$ cat src/rtl/nor_poll_pkg.sv
package nor_poll_pkg;

    // Status bit positions returned by the flash device during an embedded operation
    localparam int TOGGLE_BIT = 6;
    localparam int DPOLL_BIT  = 7;

    // Erased value: programming it would change nothing
    localparam logic [7:0] BLANK_BYTE = 8'hFF;

    typedef enum logic {
        MODE_TOGGLE = 1'b0,
        MODE_DATA   = 1'b1
    } poll_mode_e;

    typedef enum logic [2:0] {
        SUP_IDLE,
        SUP_ISSUE,
        SUP_POLL,
        SUP_VREQ,
        SUP_VWAIT
    } sup_state_e;

    typedef enum logic [1:0] {
        ENG_IDLE,
        ENG_REQ,
        ENG_WAIT,
        ENG_GAP
    } eng_state_e;

    typedef struct packed {
        logic [7:0] data;
        poll_mode_e mode;
        logic       slow;
    } job_t;

    // stat[1] is status bit 7, stat[0] is status bit 6
    function automatic logic status_settled(poll_mode_e m, logic [1:0] stat,
                                            logic prev6, logic want7);
        if (m == MODE_TOGGLE)
            return stat[0] == prev6;
        return stat[1] == want7;
    endfunction

endpackage

$ cat src/rtl/nor_gap_timer.sv
module nor_gap_timer #(
    parameter int GAP_CYCLES = 8
) (
    input  logic clk,
    input  logic rst,
    input  logic load,
    output logic idle
);
    localparam int CW = $clog2(GAP_CYCLES + 1);
    localparam logic [CW-1:0] GAP_V = CW'(GAP_CYCLES);

    logic [CW-1:0] left_q;

    always_ff @(posedge clk) begin
        if (rst)
            left_q <= '0;
        else if (load)
            left_q <= GAP_V;
        else if (left_q != '0)
            left_q <= left_q - 1'b1;
    end

    assign idle = (left_q == '0);

    // a freshly loaded wait must hold the poller back for at least one cycle
    assert_gap_armed_R6: assert property (@(posedge clk) disable iff (rst)
        load |=> !idle);

endmodule

$ cat src/rtl/nor_poll_engine.sv
module nor_poll_engine
    import nor_poll_pkg::*;
#(
    parameter int ITER_LIMIT = 268435455,
    parameter int WARN_LIMIT = 1048576,
    parameter int GAP_CYCLES = 2000000
) (
    input  logic       clk,
    input  logic       rst,
    input  logic       go,
    input  logic       new_op,
    input  poll_mode_e mode,
    input  logic       slow,
    input  logic       want_msb,
    input  logic       rd_valid,
    input  logic [1:0] stat,
    output logic       rd_req,
    output logic       ready,
    output logic       expired,
    output logic       warn
);
    localparam int CW = $clog2(ITER_LIMIT + 1);
    localparam logic [CW-1:0] LIMIT_V = CW'(ITER_LIMIT);
    localparam logic [CW-1:0] WARN_V  = CW'(WARN_LIMIT);

    eng_state_e    st_q;
    logic [CW-1:0] n_q;
    logic [CW-1:0] n_nx;
    logic          ref_q;
    logic          have_ref_q;
    logic          first_sample;
    logic          settled;
    logic          to_gap;
    logic          gap_idle;

    assign n_nx         = n_q + 1'b1;
    assign first_sample = (mode == MODE_TOGGLE) && !have_ref_q;
    assign settled      = status_settled(mode, stat, ref_q, want_msb);

    // the slow wait sits only between toggle reads that lead to another read
    assign to_gap = (st_q == ENG_WAIT) && rd_valid && slow && (mode == MODE_TOGGLE) &&
                    (first_sample || (!settled && (n_nx != LIMIT_V)));

    nor_gap_timer #(
        .GAP_CYCLES(GAP_CYCLES)
    ) u_gap (
        .clk (clk),
        .rst (rst),
        .load(to_gap),
        .idle(gap_idle)
    );

    always_ff @(posedge clk) begin
        if (rst) begin
            st_q       <= ENG_IDLE;
            n_q        <= '0;
            ref_q      <= 1'b0;
            have_ref_q <= 1'b0;
            ready      <= 1'b0;
            expired    <= 1'b0;
            warn       <= 1'b0;
        end else begin
            ready   <= 1'b0;
            expired <= 1'b0;
            if (new_op)
                warn <= 1'b0;
            unique case (st_q)
                ENG_IDLE: begin
                    if (go) begin
                        n_q        <= '0;
                        have_ref_q <= 1'b0;
                        st_q       <= ENG_REQ;
                    end
                end
                ENG_REQ: st_q <= ENG_WAIT;
                ENG_WAIT: begin
                    if (rd_valid) begin
                        if (first_sample) begin
                            ref_q      <= stat[0];
                            have_ref_q <= 1'b1;
                            st_q       <= to_gap ? ENG_GAP : ENG_REQ;
                        end else begin
                            n_q <= n_nx;
                            if (n_nx > WARN_V)
                                warn <= 1'b1;
                            if (settled) begin
                                ready <= 1'b1;
                                st_q  <= ENG_IDLE;
                            end else if (n_nx == LIMIT_V) begin
                                expired <= 1'b1;
                                st_q    <= ENG_IDLE;
                            end else begin
                                ref_q <= stat[0];
                                st_q  <= to_gap ? ENG_GAP : ENG_REQ;
                            end
                        end
                    end
                end
                ENG_GAP: begin
                    if (gap_idle)
                        st_q <= ENG_REQ;
                end
                default: st_q <= ENG_IDLE;
            endcase
        end
    end

    assign rd_req = (st_q == ENG_REQ);

    assert_single_verdict_R7: assert property (@(posedge clk) disable iff (rst)
        !(ready && expired));

    assert_count_bound_R7: assert property (@(posedge clk) disable iff (rst)
        n_q <= LIMIT_V);

    assert_expire_at_limit_R7: assert property (@(posedge clk) disable iff (rst)
        expired |-> (n_q == LIMIT_V));

    assert_warn_sticky_R8: assert property (@(posedge clk) disable iff (rst)
        $fell(warn) |-> $past(new_op));

endmodule

$ cat src/rtl/nor_prog_supervisor.sv
module nor_prog_supervisor
    import nor_poll_pkg::*;
#(
    parameter int ADDR_W        = 16,
    parameter int CYCLES_PER_US = 250,
    parameter int SLOW_DELAY_US = 8000,
    parameter int ITER_LIMIT    = 268435455,
    parameter int WARN_LIMIT    = 1048576,
    parameter int MAX_RETRIES   = 16
) (
    input  logic              clk,
    input  logic              rst,
    input  logic              start,
    input  logic [ADDR_W-1:0] start_addr,
    input  logic [7:0]        start_data,
    input  logic              poll_mode,
    input  logic              slow_poll,
    output logic              prog_req,
    output logic [ADDR_W-1:0] prog_addr,
    output logic [7:0]        prog_data,
    output logic              rd_req,
    output logic [ADDR_W-1:0] rd_addr,
    input  logic              rd_valid,
    input  logic [7:0]        rd_data,
    output logic              busy,
    output logic              done,
    output logic              fail,
    output logic              timeout,
    output logic              slow_warn
);
    localparam int GAP_CYCLES = CYCLES_PER_US * SLOW_DELAY_US;
    localparam int RW         = $clog2(MAX_RETRIES + 2);
    localparam logic [RW-1:0] RETRY_V = RW'(MAX_RETRIES);

    sup_state_e        st_q;
    job_t              job_q;
    logic [ADDR_W-1:0] addr_q;
    logic [RW-1:0]     tries_q;
    logic              done_q;
    logic              fail_q;
    logic              tmo_q;
    logic              accept;
    logic              eng_go;
    logic              eng_rd_req;
    logic              eng_ready;
    logic              eng_expired;

    assign accept = (st_q == SUP_IDLE) && start;
    assign eng_go = (st_q == SUP_ISSUE);

    nor_poll_engine #(
        .ITER_LIMIT(ITER_LIMIT),
        .WARN_LIMIT(WARN_LIMIT),
        .GAP_CYCLES(GAP_CYCLES)
    ) u_engine (
        .clk     (clk),
        .rst     (rst),
        .go      (eng_go),
        .new_op  (accept),
        .mode    (job_q.mode),
        .slow    (job_q.slow),
        .want_msb(job_q.data[DPOLL_BIT]),
        .rd_valid(rd_valid),
        .stat    (rd_data[DPOLL_BIT:TOGGLE_BIT]),
        .rd_req  (eng_rd_req),
        .ready   (eng_ready),
        .expired (eng_expired),
        .warn    (slow_warn)
    );

    always_ff @(posedge clk) begin
        if (rst) begin
            st_q    <= SUP_IDLE;
            job_q   <= '0;
            addr_q  <= '0;
            tries_q <= '0;
            done_q  <= 1'b0;
            fail_q  <= 1'b0;
            tmo_q   <= 1'b0;
        end else begin
            done_q <= 1'b0;
            fail_q <= 1'b0;
            tmo_q  <= 1'b0;
            unique case (st_q)
                SUP_IDLE: begin
                    if (start) begin
                        addr_q     <= start_addr;
                        job_q.data <= start_data;
                        job_q.mode <= poll_mode_e'(poll_mode);
                        job_q.slow <= slow_poll;
                        tries_q    <= '0;
                        if (start_data == BLANK_BYTE)
                            done_q <= 1'b1;
                        else
                            st_q <= SUP_ISSUE;
                    end
                end
                SUP_ISSUE: st_q <= SUP_POLL;
                SUP_POLL: begin
                    if (eng_ready) begin
                        st_q <= SUP_VREQ;
                    end else if (eng_expired) begin
                        tmo_q <= 1'b1;
                        st_q  <= SUP_IDLE;
                    end
                end
                SUP_VREQ: st_q <= SUP_VWAIT;
                SUP_VWAIT: begin
                    if (rd_valid) begin
                        if (rd_data == job_q.data) begin
                            done_q <= 1'b1;
                            st_q   <= SUP_IDLE;
                        end else if (tries_q < RETRY_V) begin
                            tries_q <= tries_q + 1'b1;
                            st_q    <= SUP_ISSUE;
                        end else begin
                            fail_q <= 1'b1;
                            st_q   <= SUP_IDLE;
                        end
                    end
                end
                default: st_q <= SUP_IDLE;
            endcase
        end
    end

    assign prog_req  = (st_q == SUP_ISSUE);
    assign prog_addr = addr_q;
    assign prog_data = job_q.data;
    assign rd_req    = eng_rd_req | (st_q == SUP_VREQ);
    assign rd_addr   = addr_q;
    assign busy      = (st_q != SUP_IDLE);
    assign done      = done_q;
    assign fail      = fail_q;
    assign timeout   = tmo_q;

    assert_one_verdict_R12: assert property (@(posedge clk) disable iff (rst)
        $countones({done, fail, timeout}) <= 1);

    assert_idle_on_verdict_R12: assert property (@(posedge clk) disable iff (rst)
        (done || fail || timeout) |-> !busy);

    assert_no_blank_program_R2: assert property (@(posedge clk) disable iff (rst)
        prog_req |-> (prog_data != BLANK_BYTE));

    assert_read_spaced_R13: assert property (@(posedge clk) disable iff (rst)
        rd_req |=> !rd_req);

    assert_retry_bound_R10: assert property (@(posedge clk) disable iff (rst)
        tries_q <= RETRY_V);

    assert_job_held_R11: assert property (@(posedge clk) disable iff (rst)
        (busy && $past(busy)) |-> ($stable(prog_addr) && $stable(prog_data)));

endmodule

$ cat config.mk
export PLATFORM = sky130hd
export DESIGN_NAME = nor_prog_supervisor
export DESIGN_NICKNAME = d
export VERILOG_FILES = /design/src/rtl/nor_poll_pkg.sv /design/src/rtl/nor_gap_timer.sv /design/src/rtl/nor_poll_engine.sv /design/src/rtl/nor_prog_supervisor.sv
export SDC_FILE = /design/constraint.sdc
export NUM_CORES = 1
export LEC_CHECK = 0
export BUFFER_PORTS_ARGS = -buffer_cell sky130_fd_sc_hd__buf_2
export CAP_MARGIN = 20
export CELL_PAD_IN_SITES_DETAIL_PLACEMENT = 0
export CELL_PAD_IN_SITES_GLOBAL_PLACEMENT = 1
export CORE_ASPECT_RATIO = 1.5
export CORE_MARGIN = 4
export CORE_UTILIZATION = 42
export CTS_CLUSTER_SIZE = 8
export DETAILED_ROUTE_END_ITERATION = 10
export HOLD_SLACK_MARGIN = 0.03
export PLACE_DENSITY_LB_ADDON = 0.1
export SETUP_SLACK_MARGIN = 0.2
export SLEW_MARGIN = 25
export SYNTH_ARGS = -nofsm -noshare
export SYNTH_HDL_FRONTEND = slang
export SYNTH_SLANG_ARGS = --single-unit
export TNS_END_PERCENT = 10
$ cat constraint.sdc
create_clock -name clk -period 3 [get_ports clk]
set_input_delay 0.9 -clock clk [delete_from_list [all_inputs] [get_ports clk]]
set_output_delay 0.9 -clock clk [all_outputs]
set_load 0.01 [all_outputs]
==> results.yml <==
run_status:
  run_status: "complete, no violations"
yosys:
  synth_cell_types: 61
  ys_seq_elements: 93
  synthCells: 680
  syn_avg_cell_area_um2: 7.70
  yosys.area.top_type: "dfxtp_1"
  syn_nets: 726
  yosysSeqAreaShare: 0.356
  async_flop_share: 0
  synth_area_um2: 5230
  synthFlopType: "dfxtp_1"
  synthTopCellsByArea: "dfxtp_1 36%, nand2_1 7.0%, a21oi_1 6.1%"
  synth_edf_count: 0
  synth_top_area_frac: 0.356
  ys_top_cells_by_count: "97 x nand2_1, 93 x dfxtp_1, 64 x a21oi_1"
  yosys_warnings: 0
  synth.most_common_cell: "nand2_1"
final_layout:
  nets: 795
  n_antenna_cell: 0
  final_area_um2: 6170
  syn2layout_area_growth_pct: 18.0
  final_cells: 907
  drive_gt1_frac: 0.232
sta:
  maxSlewViolCount: 0
  hold_viol_final: 0
  rsz0062_at_grt: "true"
  relSlewSlack: 0.338
  period_minus_slack_ps: 2720
  fin_setup_tns_ps: 0
  setup_violations: 0
  whs_ps: 463
  tightest_slew_ps: 990
  max_freq_mhz: 367
  fin_skew_ps: 9.99
  fin_crit_sh: 0.907
critical_path:
  endpoint_kind: "flip-flop"
  startpoint_type: "flip-flop"
  cp_data_arrival_time_ps: 3010
  critPathRequiredTime_ps: 3280
  worst-setup-path-type: "reg -> reg"
  cp_max_fo: 13
pwr:
  clkPwrFrac: 0.278
  p_per_area_nw_per_um2: 702
  p_int_mw: 2.72
  comb_power_share: 0.357
  p_sw_mw: 1.62
  seqPwrFrac: 0.365
  leakage_nw: 2.45
  p_total_mw: 4.34
  ir_drop_mv: 0.260
  switching_share: 0.372
routing:
  vias: 5162
  wl_per_cell_um: 16.8
  dr.pass1.iters: 5
  drt-total-wl_um: 15200
  ant_nets: 0
  drt_first_iter_violations: 211
  drc: 0
  viasPerCell: 5.69
floorplan:
  top_level_ports: 85
  die_area_um2: 14300
  core_area_um2: 12100
  dieHeight_um: 145
  die_w_um: 99.1
  initial_core_util: 0.433
  rows: 49
placed_design:
  numPlacedInstances: 890
  io_buffers: 84
  dpl.hpwl_um: 11400
  placed_cell_area_um2: 5810
  place_congestion: 0.943
cts:
  cts-root-buf: "clkbuf_16"
  hold_buffers: 0
  cts.sink_count: 93
  clkSlewWorstSetupHoldPaths_ps: 70
  cts_buffers: 9
  htreeDepth: 3
  clk_latency_ps: 340
  cts_tree: "yes"
  cts_max_path_buffers: 2
grt:
  grt-ovfl-total: 0
  antenna_found_initial: 0
  grt_usage: 0.209
  grt_pass1_wl_um: 23900
  grt_max_degree: 54
  grt_pass1_vias: 4911
worst_hold_path:
  min_path_type: "reg -> reg"
run:
  max-cap-violations: 0
[area by class of cell]
type | count | area (um2)
tap | 153 | 191
multi-input combinational | 505 | 3010
inverter | 18 | 67.6
timing repair buffer | 122 | 718
clock inverter | 6 | 75.1
clock buffer | 10 | 239
fill | 1221 | 5900
sequential | 93 | 1870
[power by group through the flow]
stage | logic [mW] | registers, mW | clock network [mW]
after floorplan | 1.13 | 1.60 | 0
after global placement | 1.54 | 1.60 | 0
after detailed placement | 1.56 | 1.61 | 0
after CTS | 1.57 | 1.58 | 1.24
after global routing | 1.74 | 1.61 | 1.29
final | 1.55 | 1.58 | 1.20
[state kept, by name, indices dropped and copies added, names as in the netlist, 2 cells and up]
signal and cells:
st_q 3, u_engine.st_q 2, u_engine.n_q 28, job_q 2, tries_q 5, prog_data 8, u_engine.u_gap.left_q 21, prog_addr 16
[metrics by stage]
| step | worst slack, ps | utilization |
|---|---|---|
| after CTS | 237 | 0.507 |
| after global placement | 213 | 0.481 |
| after detailed placement | 146 | 0.481 |
| after global routing | 168 | 0.511 |
| after floorplan | 290 | - |
| final | 278 | 0.511 |
[path summary, 6_finish.rpt]
kind                                to        startpoint  cells past startpoint  slack (ps)
min                       prog_addr[7]      prog_addr[7]                      2         460
max          u_engine.u_gap.left_q[11]  u_engine.n_q[12]                      8         280
min reg2reg               prog_addr[7]      prog_addr[7]                      2         460
max reg2reg  u_engine.u_gap.left_q[11]  u_engine.n_q[12]                      8         280
[critical path: stages (launching register included)]
cell     delay [ps]
dfxtp_1         460
nand2_1         200
nor4_1          390
and3_1          210
nand4_1         110
or4_4           550
a311o_1         400
buf_4           210
a21oi_1         120
[metal layers]
layer | GRT usage | part of all wire
met5 | 0 | 0
met3 | 0.0336 | 0.055
met1 | 0.218 | 0.38
met2 | 0.402 | 0.53
met4 | 0.101 | 0.040
[cell usage in the layout, fill, tap and decap left out, types with 7 or more instances in the layout]
cell type,synthesis,final
nor2_2,10,10
and3_1,11,9
buf_4,17,37
ha_1,8,7
nor3_1,22,21
nor4_1,15,14
a21oi_1,64,64
xor2_1,14,14
buf_2,12,84
o22ai_1,7,7
or3_1,7,7
inv_1,17,17
nand2_1,97,97
nand4_1,20,20
xnor2_1,24,24
clkbuf_16,0,9
nor2_1,54,54
o21ai_0,27,27
nand3_1,18,18
dfxtp_1,93,86
a31oi_1,14,14
[cells by family after synthesis]
family | share of synthesized area
muxes | 0.00574
xor gates and xnor gates | 0.0667
AOI/OAI and AO/OA | 0.180
adders and majority gates | 0.0191
and+or+nand+nor | 0.298
buffers and inverters | 0.0755
DFF | 0.356
[repair_timing]
item,CTS,global route
setup endpoints to repair,13,15
setup buffers,0,1
gates resized for setup,3,15
pin swaps,0,2
Note: power is estimated with default switching activity, not from simulation.
